File: src/rtl/txclk_sel_pkg.sv
package txclk_sel_pkg;

    typedef enum logic [1:0] {
        SRC_EXT  = 2'b00,
        SRC_LOOP = 2'b01,
        SRC_NOM  = 2'b10,
        SRC_RES  = 2'b11
    } src_e;

    typedef struct packed {
        logic loop_t;
        logic nom_t;
        logic res_t;
        logic ext_t;
    } tick_set_t;

    function automatic logic src_synth(src_e s);
        return (s == SRC_NOM) || (s == SRC_RES);
    endfunction

    function automatic logic src_drives(src_e s);
        return s != SRC_EXT;
    endfunction

    function automatic src_e strap_src(logic oe);
        return oe ? SRC_LOOP : SRC_EXT;
    endfunction

endpackage

File: src/rtl/txclk_cfg_bank.sv
module txclk_cfg_bank
    import txclk_sel_pkg::*;
#(
    parameter int N  = 4,
    parameter int LW = (N > 1) ? $clog2(N) : 1
) (
    input  logic              clk,
    input  logic              rst,
    input  logic              wr,
    input  logic [LW-1:0]     line,
    input  src_e              code,
    input  logic              commit,
    output src_e [N-1:0]      act,
    output logic              done
);

    src_e [N-1:0] stg;

    always_ff @(posedge clk) begin
        if (rst) begin
            for (int i = 0; i < N; i++) begin
                stg[i] <= SRC_EXT;
                act[i] <= SRC_EXT;
            end
            done <= 1'b0;
        end else begin
            for (int i = 0; i < N; i++) begin
                if (wr && (line == LW'(i))) begin
                    stg[i] <= code;
                end
            end
            if (commit) begin
                act  <= stg;
                done <= 1'b1;
            end
        end
    end

endmodule

File: src/rtl/txclk_line_mux.sv
module txclk_line_mux
    import txclk_sel_pkg::*;
(
    input  logic      clk,
    input  logic      rst,
    input  src_e      src,
    input  logic      soft_rst,
    input  tick_set_t ticks,
    output logic      tick_q,
    output logic      drive
);

    logic sel;

    always_comb begin
        unique case (src)
            SRC_EXT:  sel = ticks.ext_t;
            SRC_LOOP: sel = ticks.loop_t;
            SRC_NOM:  sel = ticks.nom_t;
            SRC_RES:  sel = ticks.res_t;
            default:  sel = 1'b0;
        endcase
        if (soft_rst && src_synth(src)) begin
            sel = 1'b0;
        end
    end

    always_ff @(posedge clk) begin
        if (rst) begin
            tick_q <= 1'b0;
        end else begin
            tick_q <= sel;
        end
    end

    assign drive = src_drives(src);

endmodule

File: src/rtl/txclk_source_sel.sv
module txclk_source_sel
    import txclk_sel_pkg::*;
#(
    parameter int N  = 4,
    parameter int LW = (N > 1) ? $clog2(N) : 1
) (
    input  logic          clk,
    input  logic          rst,
    input  logic          clk_out_en,
    input  logic          soft_rst,
    input  logic          cfg_wr,
    input  logic [LW-1:0] cfg_line,
    input  logic [1:0]    cfg_code,
    input  logic          cfg_commit,
    input  logic [N-1:0]  rx_tick,
    input  logic          nom_tick,
    input  logic [N-1:0]  res_tick,
    input  logic [N-1:0]  ext_tick,
    output logic [N-1:0]  tx_tick,
    output logic [N-1:0]  tx_drive
);

    src_e [N-1:0] act;
    src_e [N-1:0] eff;
    logic         done;

    txclk_cfg_bank #(.N(N), .LW(LW)) u_cfg (
        .clk    (clk),
        .rst    (rst),
        .wr     (cfg_wr),
        .line   (cfg_line),
        .code   (src_e'(cfg_code)),
        .commit (cfg_commit),
        .act    (act),
        .done   (done)
    );

    for (genvar g = 0; g < N; g++) begin : g_line
        tick_set_t ts;

        assign eff[g] = done ? act[g] : strap_src(clk_out_en);
        assign ts     = '{loop_t: rx_tick[g], nom_t: nom_tick,
                          res_t: res_tick[g], ext_t: ext_tick[g]};

        txclk_line_mux u_mux (
            .clk      (clk),
            .rst      (rst),
            .src      (eff[g]),
            .soft_rst (soft_rst),
            .ticks    (ts),
            .tick_q   (tx_tick[g]),
            .drive    (tx_drive[g])
        );
    end

endmodule

File: config.mk
export PLATFORM = sky130hd
export DESIGN_NAME = txclk_source_sel
export DESIGN_NICKNAME = d
export VERILOG_FILES = /design/src/rtl/txclk_sel_pkg.sv /design/src/rtl/txclk_cfg_bank.sv /design/src/rtl/txclk_line_mux.sv /design/src/rtl/txclk_source_sel.sv
export SDC_FILE = /design/constraint.sdc
export NUM_CORES = 1
export LEC_CHECK = 0
export BUFFER_PORTS_ARGS = -buffer_cell sky130_fd_sc_hd__clkbuf_2
export CAP_MARGIN = 30
export CORE_UTILIZATION = 35
export DETAILED_ROUTE_END_ITERATION = 10
export PLACE_DENSITY = 0.67
export REMOVE_ABC_BUFFERS = 1
export SLEW_MARGIN = 20
export SYNTH_ARGS = -nofsm -noshare
export SYNTH_HDL_FRONTEND = slang
export SYNTH_SLANG_ARGS = --single-unit
File: constraint.sdc
create_clock -name clk -period 1.37 [get_ports clk]
set_input_delay 0.274 -clock clk [delete_from_list [all_inputs] [get_ports clk]]
set_output_delay 0.274 -clock clk [all_outputs]
set_load 0.05 [all_outputs]
### Word-level counts from Yosys, hierarchy flattened

Cells that the tools add are included.

| operators by class | value |
|---|---|
| equality and inequality tests | 15 |
| muxes and demuxes | 9 |
| reduce and logical (&&, ||, !) cells | 25 |

Operators by type and width:

| operator | number |
|---|---|
| == test 2 bit (second input constant) | 10 |
| one-hot mux 1 bit (4 select lines) | 4 |
| == test 2 x 1 -> 1 bit (second input constant) | 5 |
| zero test 2 bit | 5 |
| logical AND 1 bit | 8 |
| 2-to-1 mux 2 bit | 4 |
| nonzero test 2 bit | 4 |
| OR reduction 2 bit | 4 |
| logical OR 1 bit | 4 |
| 2-to-1 mux 1 bit | 1 |

| storage, ports and cells | value |
|---|---|
| register bits after elaboration | 21 |
| output and inout port bits | 8 |

### Depth between registers and ports, before layout

Gate-level depths: netlist of run 1.

| depth | value |
|---|---|
| depth in word-level cells | 6 |
| mapped depth | 5 |
| depth with buffers taken out | 3 |

### By module

Synthesis of run 1 repeated with hierarchy kept, for this count alone.

| second synthesis, totals | value |
|---|---|
| cell total of the unflattened synthesis | 93 |
| area total of the unflattened synthesis | 1031.0 µm² |

Modules (own cells, without submodules):

| module | area an instance (µm²) | cells each | instances |
|---|---|---|---|
| txclk_cfg_bank | 674.4 | 60 | 1 |
| txclk_line_mux | 63.8 | 6 | 4 |
| txclk_source_sel | 101.3 | 9 | 1 |

### Worst setup path before layout of run 1

OpenSTA, ideal clock, no wires.

| timing path | value |
|---|---|
| path type | flip-flop to output port |
| start | register u_cfg.done |
| end | output tx_drive[0] |
| data arrival time | 1.024 ns |
| required time | 1.096 ns |
| path buffers | 3 |
| setup slack | 0.072 ns |
| cell stages (with the launch flop) | 6 |
| cell sequence | dfxtp_1 clkbuf_2 buf_2 nor3b_1 nor2_1 buf_4 |

| on the way | value |
|---|---|
| longest elaborated chain between the ends | 2 |

RTL lines:

| element | line | source |
|---|---|---|
| start, declared | txclk_cfg_bank.sv:14 | `output logic done` |
| start signal, assigned | txclk_cfg_bank.sv:25 | `done <= 1'b0;` |
| start signal, assigned | txclk_cfg_bank.sv:34 | `done <= 1'b1;` |
| 2-to-1 mux 2 bit | txclk_source_sel.sv:41 | `assign eff[g] = done ? act[g] : strap_src(clk_out_en);` |
| nonzero test 2 bit | txclk_sel_pkg.sv:22 | `return s != SRC_EXT;` |
| end, declared | txclk_source_sel.sv:20 | `output logic [N-1:0] tx_drive` |

Every way passes these cells.

### Worst setup path after layout of run 1

Same ends and word-level chain as after synthesis.

==> metrics.md, run 1 <==
| Metric | Value |
|---|---|
| Status | complete, but fails checks |
| Failing checks | DRC, setup timing |
| Die ar. | about 3300 µm² |
| Clock Skew | 0.00239 ns |
| Final Setup Violations | 4 |
| Min-delay src | cfg_code[1] |
| Initial Utilization | 0.382 |
| Final GP Congestion | ~0.79 |
| Yosys synthesis warning count | 0 |
| Pwr dens | between 900 and 1000 nW/µm² |
| Most frequent cells in the layout | 26 x clkbuf_2, 23 x nor2_1, 16 x mux2i_1 |
| Crit path max-delay family | flip-flops |
| Max cap viols | 0 |
| Capturing point of the worst reg2reg path | g_line[0].u_mux.tick_q |
| Slew at the pin closest to its max-slew limit | 0.406 ns |
| Register-to-register setup slack | 0.05 ns |
| Clk slew on worst S/H paths | roughly 0.11 ns |
| CTS H-tree lvls | 1 |
| Post-route ant nets | 0 |
| WP buf/inv | 1 |
| Most common cell after layout, fill and taps aside | clkbuf_2 |
| Slew Viols, Final | 0 |
| Critical setup path kind | reg -> out |
| Cell row count | 19 |
| DP Area | 1240 µm² |
| Worst setup path startpoint | u_cfg.done |
| Fin crit share | 1.03 |
| Min-Delay Endpoint | u_cfg.stg[1] |
| Worst-Skew Late Latency | 0.29 ns |
| Detailed Route Iter0 Violations | 26 |
| Max stage delay cell, worst path | dfxtp_4 |
| WP data required | between 1 and 1.5 ns |
| Power Total | 1250 µW |
| Final Hold Vio Count | 0 |
| 1st-pass router iterations | 7 |
| Crit Path Max Fanout | 6 |
| Worst Setup End Kind | output pin |
| Number of global-route vias before repair | 930 |
| CTS root buf | clkbuf_4 |
| Synth unique cells | 17 |
| Seq cells post-synth | 21 |
| Dpl ws | about 0.035 ns |
| # diodes | 0 |
| Worst-path cell chain | nor3b_2 > nor2_1 > clkbuf_8 |
| Layout Nets | roughly 160 |
| Worst Hold Class | in -> reg |
| Die Width | ~58 µm |
| Worst path arrival time | 1.14 ns |
| Post-route cell area | about 1400 µm² |
| RSZ-0062 raised after global routing | yes |
| Avg Synthesized Cell Area | ~9.5 µm² |
| Routed WL per cell | roughly 14 µm |
| Largest net degree at the start of global routing | 22 |
| R2R depth | 5 |
| Slew margin rel. | 0.729 |
| CTS tree | built |
| Reg2reg start | u_cfg.done |
| Routed WL | ~2500 µm |
| CP Depth | 3 |
| Via/cell ratio | 5.51 |
| Synthesized area | around 1100 µm² |
| Hold Path Depth | 3 |
| Lkg Pwr | around 0.0006 µW |
| I/O pin count | 31 |
| Layout area overhead | 25.1% |
| DP Wirelength | 1830 µm |
| First-pass GRT wire length | 4130 µm |
| Die height | between 50 and 60 µm |
| Bufs on Longest Clock Path | 2 |
| Antenna violations before repair | 0 |
| Syn Inst Count | 114 |
| Grt ovf | 0 |
| Gr usage total | 0.159 |
| CTS Sinks | 21 |
| Filler cells | around 280 |
| Port buffer count | 30 |
| Slowest cell delay on critical path | about 0.38 ns |
| Max VDD drop | 0.000415 V |
| Startpoint Class | register |
| Fmax | slightly above 700 MHz |
| CTS Buf Count | 3 |
| Min Tclk post-route | approximately 1.4 ns |
| # DRC | 5 |
| DR vias | 942 |
| Register area share after synthesis | 0.389 |
| Final worst setup slack | -0.0415 ns |
| Share of cells above drive strength 1 | 0.386 |
| Core area | between 2000 and 3000 µm² |
-- worst register-to-register path, cell delays in order (launching register included) --
cell and delay (ns):
dfxtp_4 0.38, buf_1 0.14, buf_4 0.16, buf_4 0.12
and4bb_1 0.19, nor4_1 0.23
-- cells in the mapped netlist (all sizes together) --
| master | count | area (µm²) |
|---|---|---|
| clkbuf | 4 | 16.3 |
| nor3b | 5 | 42.5 |
| nand3b | 6 | 45.0 |
| nand4bb | 4 | 45.0 |
| nor4 | 4 | 25.0 |
| nand3 | 1 | 5.00 |
| mux2i | 16 | 160 |
| nor2b | 4 | 25.0 |
| a211oi | 4 | 30.0 |
| nor2 | 27 | 101 |
| buf | 10 | 70.1 |
| and4bb | 4 | 50.1 |
| o2111a | 4 | 45.0 |
| dfxtp | 21 | 420 |
-- repair_timing --
| action | CTS | global route |
|---|---|---|
| endpoints found under the hold margin | 0 | 0 |
| endpoints found under the setup margin | 4 | 4 |
| gates cloned | 0 | 0 |
| hold buffers | 0 | 0 |
| pin swaps | 2 | 3 |
| buffers inserted | 3 | 0 |
| gates resized for setup | 15 | 8 |
-- worst max-delay path by stage --
stage,endpoint
global route,tx_drive[1]
CTS,tx_drive[3]
finish,tx_drive[0]
global placement,tx_drive[1]
detailed placement,tx_drive[1]
floorplan,tx_drive[0]
-- kinds of logic (layout without fill, tap and decap cells) --
group	count (synthesis)	count (layout)	share of synthesized area
AOI/OAI and AO/OA	8	8	0.0694
DFF	21	21	0.389
buffers and inverters	14	40	0.0799
muxes	16	16	0.148
and+or+nand+nor	55	55	0.314
-- sequential cells by signal (all words and copies together), names as in the netlist --
| name | count |
|---|---|
| g_line.u_mux.tick_q | 4 |
| u_cfg.done | 1 |
| u_cfg.act | 8 |
| u_cfg.stg | 8 |
-- per-layer routing --
metal	share of wire	wire length, µm	vias to the layer above	track usage
met5	0	0	-	0
met4	0.015	38	0	0.0523
met3	0.058	143	7	0.0272
met2	0.50	1230	34	0.286
met1	0.43	1060	444	0.190
li1	-	-	457	-
-- metrics by stage --
stage / std cells / util / setup TNS (ns) / hold WS [ns]
2_1_floorplan: 100 / - / -0.959 / 0.346
3_5_place_dp: 164 / 0.437 / 0 / 0.492
6_report: 171 / 0.478 / -0.131 / 0.265
4_1_cts: 171 / 0.471 / -0.222 / 0.267
5_1_grt: 171 / 0.478 / -0.330 / 0.283
3_3_place_gp: 164 / 0.437 / 0 / 0.483
-- layout make-up --
type,count,area [µm²],area share
well taps,31,38.8,0.0287
repair buffers,36,240,0.178
flip-flops and latches,21,432,0.319
multi-input cells,79,616,0.455
clock buffers,4,26.3,0.0194
-- power by group --
part / switching [µW] / internal [µW]
registers: 17.3 / 634
logic: 174 / 135
clock network: 179 / 113
(Power assumes the default switching activity.)
==> run 2, diff against run 1 <==
--- a/config.mk
+++ b/config.mk
@@ -5,11 +5,12 @@
 export SDC_FILE = /design/constraint.sdc
 export NUM_CORES = 1
 export LEC_CHECK = 0
+export ABC_AREA = 1
 export BUFFER_PORTS_ARGS = -buffer_cell sky130_fd_sc_hd__clkbuf_2
 export CAP_MARGIN = 30
 export CORE_UTILIZATION = 35
 export DETAILED_ROUTE_END_ITERATION = 10
-export PLACE_DENSITY = 0.67
+export PLACE_DENSITY = 0.66
 export REMOVE_ABC_BUFFERS = 1
 export SLEW_MARGIN = 20
 export SYNTH_ARGS = -nofsm -noshare
==> metrics.md, run 2 <==
| Metric | Value |
|---|---|
| Status | complete, but fails checks |
| Failing checks | setup timing |
| CTS H-tree lvls | 1 (unchanged) |
| Max VDD drop | 0.000294 V (-29%) |
| Most frequent cells in the layout | 27 x inv_1, 26 x clkbuf_2, 21 x nand2_1 |
| Largest net degree at the start of global routing | 17 (-23%) |
| CTS Sinks | 21 (unchanged) |
| Synth top area cells | dfxtp_1 38%, inv_1 9.1%, nand2_1 8.8% |
| Filler cells | 318 (+15%) |
| Largest regs | u_cfg.act x8, u_cfg.stg x8, g_line.u_mux.tick_q x4 |
| Hold-fix buffers, CTS | 0 (unchanged) |
| WP buf/inv | 3 (+2) |
| Most common cell after layout, fill and taps aside | inv_1 |
| Routed WL | 2240 µm (-9.4%) |
| Avg Synthesized Cell Area | 6.87 µm² (-28%) |
| Yosys top cell area share | 0.378 (-0.0114) |
| Layout Nets | 217 (+32%) |
| Slew at the pin closest to its max-slew limit | 0.275 ns (-0.131 ns) |
| Initial Utilization | 0.368 (-0.0144) |
| Register area share after synthesis | 0.378 (-0.0114) |
| Fin crit share | 1.06 (+0.0345) |
| Worst Setup End Kind | output pin |
| First-pass GRT wire length | 3500 µm (-15%) |
| WP data required | 1.10 ns (about the same) |
| Via/cell ratio | 4.46 (-19%) |
| Lkg Pwr | 0.000752 µW (+24%) |
| Final Setup Violations | 4 (unchanged) |
| Startpoint Class | register |
| Slowest cell delay on critical path | 0.39 ns (about the same) |
| Worst-path cell chain | buf_12 > inv_6 > nand2_8 > nand3_4 > buf_8 |
| Worst Hold Class | in -> reg |
| Synth Area in Adders | 0 (unchanged) |
| Synthesized area | 1110 µm² (+3.0%) |
| Die Width | 58.4 µm (+1.4%) |
| Simple-gate area share of the yosys netlist | 0.293 (-0.0204) |
| Largest family of logic cells by synthesized area | simple AND/OR/NAND/NOR gates |
| Max stage delay cell, worst path | dfxtp_4 |
| Antenna violations before repair | 0 (unchanged) |
| Fmax | 686 MHz (-3.2%) |
| # diodes | 0 (unchanged) |
| CTS tree | built |
| Share of cells above drive strength 1 | 0.295 (-0.0904) |
| Layout area overhead | 30.1% |
| Port buffer count | 30 (unchanged) |
| Slew Viols, Final | 0 (unchanged) |
| Die ar. | 3410 µm² (+2.9%) |
| DP Wirelength | 1590 µm (-13%) |
| 1st-pass router iterations | 4 (-3) |
| Max cap viols | 0 (unchanged) |
| Core area | 3030 µm² (+7.0%) |
| DR vias | 1058 (+12%) |
| Worst-Skew Late Latency | 0.31 ns (+0.02 ns) |
| Synth Flop Type | dfxtp_1 |
| Crit path max-delay family | flip-flops |
| Most numerous cell in the Yosys netlist | inv_1 |
| Routed WL per cell | 9.46 µm (-35%) |
| Yosys synthesis warning count | 0 (unchanged) |
| EDFF count, synth | 0 (unchanged) |
| Number of global-route vias before repair | 847 (-8.9%) |
| Grt ovf | 0 (unchanged) |
| Bufs on Longest Clock Path | 2 (unchanged) |
| Synth area leader | dfxtp_1 |
| Setup_tns | -0.344 ns (-0.213 ns) |
| Post-Synth XOR/XNOR Area | 0 (unchanged) |
| Synth top cells by count | 27 x inv_1, 26 x nand2_1, 21 x dfxtp_1, 20 x nor2_1, 16 x o21ai_0 |
| Crit Path Max Fanout | 6 (unchanged) |
| I/O pin count | 31 (unchanged) |
| Clock Skew | 0.00897 ns (+0.00658 ns) |
| Post-route ant nets | 0 (unchanged) |
| Synth unique cells | 17 (unchanged) |
| CTS Buf Count | 3 (unchanged) |
| Die height | 58.4 µm (+1.4%) |
| Seq cells post-synth | 21 (unchanged) |
| Min Tclk post-route | 1.46 ns (+0.0472 ns) |
| Detailed Route Iter0 Violations | 33 (+27%) |
| Cell row count | 20 (+1) |
| CTS root buf | clkbuf_4 |
| Worst path arrival time | 1.18 ns (+0.04 ns) |
| Post-synthesis compound-gate area fraction | 0.139 (+0.0699) |
| Final core occ | 0.479 (about the same) |
| Final Hold Vio Count | 0 (unchanged) |
| Final GP Congestion | 0.758 (-3.9%) |
| Dpl ws | 0.119 ns (+0.0841 ns) |
| Slew margin rel. | 0.817 (+0.0881) |
| Final worst setup slack | -0.0887 ns (-0.0472 ns) |
| Clk slew on worst S/H paths | 0.11 ns (about the same) |
| Critical setup path kind | reg -> out |
| Final hold slack | 0.119 ns (-0.146 ns) |
| # DRC | 0 (-5) |
| RSZ-0062 raised after global routing | yes |
| Ys async rst share | 0 (unchanged) |
| Syn Inst Count | 162 (+42%) |
| Multiplexer share of the synthesized area | 0 (-0.148) |
| Pwr dens | 935 nW/µm² (+0.97%) |
| Gr usage total | 0.134 (-0.0253) |
==> run 2: kinds of logic (layout without fill, tap and decap cells) <==
| family | Yosys count | count (layout) |
|---|---|---|
| AND/OR/NAND/NOR | 69 | 69 |
| buffers and inverters | 41 | 72 |
| AO/OA/AOI/OAI | 31 | 31 |
| flip-flops | 21 | 21 |
==> run 2: power breakdown <==
part / leakage (µW) / internal (µW) / switching (µW)
Combinational: 0.000563 / 154 / 218
Clock: 0.0000150 / 114 / 195
Sequential: 0.000174 / 649 / 24.3
==> run 2: layout make-up <==
cell class                 instances  area [µm²]  share of cell area
clock buffer                       4        26.3              0.0181
tap                               44        55.1              0.0380
multi-input combinational        100         538               0.371
inverter                          28         110              0.0760
sequential                        21         424               0.293
timing repair buffer              40         295               0.204
==> run 2: worst paths after layout <==
kind              depth (start not counted)         start                      to  slack, ns
hold reg to reg                           2  u_cfg.stg[7]            u_cfg.stg[7]       0.47
setup reg to reg                          8    u_cfg.done  g_line[1].u_mux.tick_q       0.28
setup / recovery                          5    u_cfg.done             tx_drive[1]      -0.09
hold / removal                            2           rst              u_cfg.done       0.12
==> run 2: per-stage QoR <==
| stage | instance area (µm²) | total power (µW) | cells |
|---|---|---|---|
| finish | 1450 | 1360 | 237 |
| global route | 1450 | 1430 | 237 |
| CTS | 1350 | 1330 | 235 |
| detailed placement | 1240 | 975 | 225 |
| global placement | 1240 | 973 | 225 |
| floorplan | 1010 | 878 | 149 |
==> run 2: per-layer routing <==
metal / wire length [µm] / global-route usage / vias to the layer above
met2: 1070 / 0.222 / 26
met1: 1050 / 0.167 / 456
met3: 88 / 0.0198 / 4
met5: 0 / 0 / -
met4: 36 / 0.0714 / 0
li1: - / - / 572
==> run 2: timing repair <==
| action | CTS | global route |
|---|---|---|
| hold endpoints to repair | 0 | 0 |
| pin swaps | 1 | 1 |
| gates resized for setup | 11 | 16 |
| buffers inserted | 6 | 1 |
| cloned | 0 | 1 |
| setup endpoints to repair | 4 | 4 |
==> run 3, diff against run 2 <==
--- a/config.mk
+++ b/config.mk
@@ -8,9 +8,13 @@
 export ABC_AREA = 1
 export BUFFER_PORTS_ARGS = -buffer_cell sky130_fd_sc_hd__clkbuf_2
 export CAP_MARGIN = 30
-export CORE_UTILIZATION = 35
+export CELL_PAD_IN_SITES_DETAIL_PLACEMENT = 2
+export CELL_PAD_IN_SITES_GLOBAL_PLACEMENT = 2
+export CORE_MARGIN = 2
+export CORE_UTILIZATION = 27
 export DETAILED_ROUTE_END_ITERATION = 10
-export PLACE_DENSITY = 0.66
+export PLACE_DENSITY = 0.86
+export RECOVER_POWER = 100
 export REMOVE_ABC_BUFFERS = 1
 export SLEW_MARGIN = 20
 export SYNTH_ARGS = -nofsm -noshare
==> metrics.md, run 3 (synthesis results as in run 2) <==
| Metric | Value |
|---|---|
| Startpoint Class | register |
| Slew Viols, Final | 0 (unchanged) |
| Filler cells | 482 (+52%) |
| Final core occ | 0.378 (-0.100) |
| Crit Path Max Fanout | 6 (unchanged) |
| DP Wirelength | 2470 µm (+55%) |
| Power Total | 1520 µW (+12%) |
| Part of the power in registers | 0.446 (-0.051) |
| Worst path arrival time | 1.16 ns (-0.02 ns) |
| Worst-Skew Late Latency | 0.27 ns (-0.04 ns) |
| 1st-pass router iterations | 2 (-2) |
| Failing checks | setup timing |
| Critical setup path kind | reg -> out |
| Initial Utilization | 0.280 (-0.0874) |
| CTS H-tree lvls | 1 (unchanged) |
| CTS Buf Count | 3 (unchanged) |
| Grt ovf | 0 (unchanged) |
| CTS tree | built |
| Gr usage total | 0.167 (+0.0334) |
| Layout area overhead | 34.9% |
| Final Setup Violations | 4 (unchanged) |
| I/O pin count | 31 (unchanged) |
| Final GP Congestion | 0.767 (+1.3%) |
| Fin crit share | 1.04 (-0.0198) |
| FF/Latch Area | 424 µm² (unchanged) |
| Max stage delay cell, worst path | dfxtp_4 |
| First-pass GRT wire length | 5710 µm (+63%) |
| CTS Sinks | 21 (unchanged) |
| Routed WL | 3500 µm (+56%) |
| Slowest cell delay on critical path | 0.37 ns (-0.02 ns) |
| Port buffer count | 30 (unchanged) |
| RSZ-0062 raised after global routing | yes |
| Switching fraction of total power | 0.326 (+0.00331) |
| Hold-fix buffers, CTS | 0 (unchanged) |
| Cell row count | 23 (+15%) |
| # DRC | 0 (unchanged) |
| Number of global-route vias before repair | 1270 (+50%) |
| Final Hold Vio Count | 0 (unchanged) |
| Die height | 68.2 µm (+17%) |
| WP buf/inv | 3 (unchanged) |
| Clock Skew | 0.00457 ns (-0.00440 ns) |
| Largest net degree at the start of global routing | 21 (+4) |
| Clk slew on worst S/H paths | 0.08 ns (-0.03 ns) |
| Max VDD drop | 0.000480 V (+63%) |
| WP data required | 1.10 ns (about the same) |
| Worst Setup End Kind | output pin |
| Most frequent cells in the layout | 27 x inv_1, 25 x clkbuf_2, 21 x nand2_1 |
| Slew margin rel. | 0.537 (-0.281) |
| Status | complete, but fails checks |
| Max cap viols | 0 (unchanged) |
| Worst-path cell chain | buf_6 > inv_6 > nand2_8 > nand3_2 > buf_8 |
| Routed WL per cell | 14.3 µm (+51%) |
| Detailed Route Iter0 Violations | 35 (+6.1%) |
| P_int | 1020 µW (+12%) |
| # diodes | 0 (unchanged) |
| DR vias | 1151 (+8.8%) |
| Area of the multi-input gates | 541 µm² (+0.47%) |
| Psw | 496 µW (+13%) |
| Largest regs | u_cfg.act x8, u_cfg.stg x8, g_line.u_mux.tick_q x4 |
| Combinational power share | 0.268 (-0.007) |
| Die Width | 68.2 µm (+17%) |
| Crit path max-delay family | flip-flops |
| Pwr dens | 1010 nW/µm² (+8.2%) |
| Die ar. | 4650 µm² (+36%) |
| Fmax | 699 MHz (+1.9%) |
| Layout Nets | 219 (+0.92%) |
| Slew at the pin closest to its max-slew limit | 0.695 ns (+0.420 ns) |
| Worst Hold Class | in -> reg |
| Most common cell after layout, fill and taps aside | inv_1 |
| Bufs on Longest Clock Path | 2 (unchanged) |
| CTS root buf | clkbuf_8 |
| Min Tclk post-route | 1.43 ns (-0.0271 ns) |
| Via/cell ratio | 4.70 (+5.2%) |
| Final worst setup slack | -0.0616 ns (+0.0271 ns) |
| Power share of the clock group | 0.285 (+0.057) |
| Lkg Pwr | 0.000784 µW (+4.3%) |
| Share of cells above drive strength 1 | 0.297 (+0.00210) |
| Antenna violations before repair | 0 (unchanged) |
| Core area | 3970 µm² (+31%) |
| Post-route ant nets | 0 (unchanged) |
## run 3: changes by cell type in the layout (fill, tap and decap cells not counted), moves of 2 or more
cell	before	now
nand2_4	1	3
clkbuf_8	0	3
clkbuf_4	3	0
nand2_2	6	4
buf_8	4	1
## run 3: what timing repair did
action,CTS,global route
buffers inserted,6,3
pin swaps,2,2
endpoints found under the setup margin,4,4
resized for setup,23,3
## run 3: through the flow
step                instances  TNS [ns]  worst slack, ns  hold slack [ns]  cell area (µm²)
floorplan                 149         0          0.00710            0.343             1010
global placement          232         0            0.111            0.446             1270
detailed placement        232         0           0.0489            0.457             1270
CTS                       242    -0.295          -0.0817            0.161             1470
global route              245    -0.419           -0.113            0.188             1500
finish                    245    -0.224          -0.0616            0.189             1500
## run 3: layout make-up
class / instances / share of cell area
clock buffer: 3 / 0.0275
clock inverter: 1 / 0.00500
inverter: 28 / 0.0733
multi-input combinational: 100 / 0.360
sequential: 21 / 0.282
tap: 50 / 0.0416
timing repair buffer: 42 / 0.211
## run 3: power by group through the flow
stage | Sequential (µW) | Clock [µW] | Combinational (µW)
3_5_place_dp | 689 | 0 | 320
5_1_grt | 684 | 473 | 449
2_1_floorplan | 727 | 0 | 151
6_report | 678 | 434 | 408
3_3_place_gp | 685 | 0 | 308
4_1_cts | 678 | 445 | 393
## run 3: path summary, 6_finish.rpt
check | slack [ns] | endpoint | cells after the start | start
min reg2reg | 0.47 | u_cfg.stg[5] | 2 | u_cfg.stg[5]
max | -0.06 | tx_drive[2] | 5 | u_cfg.done
max reg2reg | 0.10 | g_line[3].u_mux.tick_q | 9 | u_cfg.done
min | 0.19 | u_cfg.done | 2 | rst
## run 3: worst reg2reg max path: stages (launching register included)
cell and delay (ns):
dfxtp_4 0.37, buf_6 0.13, inv_6 0.06, nand2_8 0.08, nand3_4 0.08, buf_4 0.11
buf_4 0.09, nand2_1 0.05, nor2_1 0.15, nor2_1 0.06
## run 3: metal layers
metal | global-route usage | wire length [µm] | up-vias
li1 | - | - | 572
met1 | 0.170 | 1380 | 556
met2 | 0.336 | 2000 | 19
met3 | 0.0345 | 86 | 4
met4 | 0.0450 | 35 | 0
met5 | 0 | 0 | -
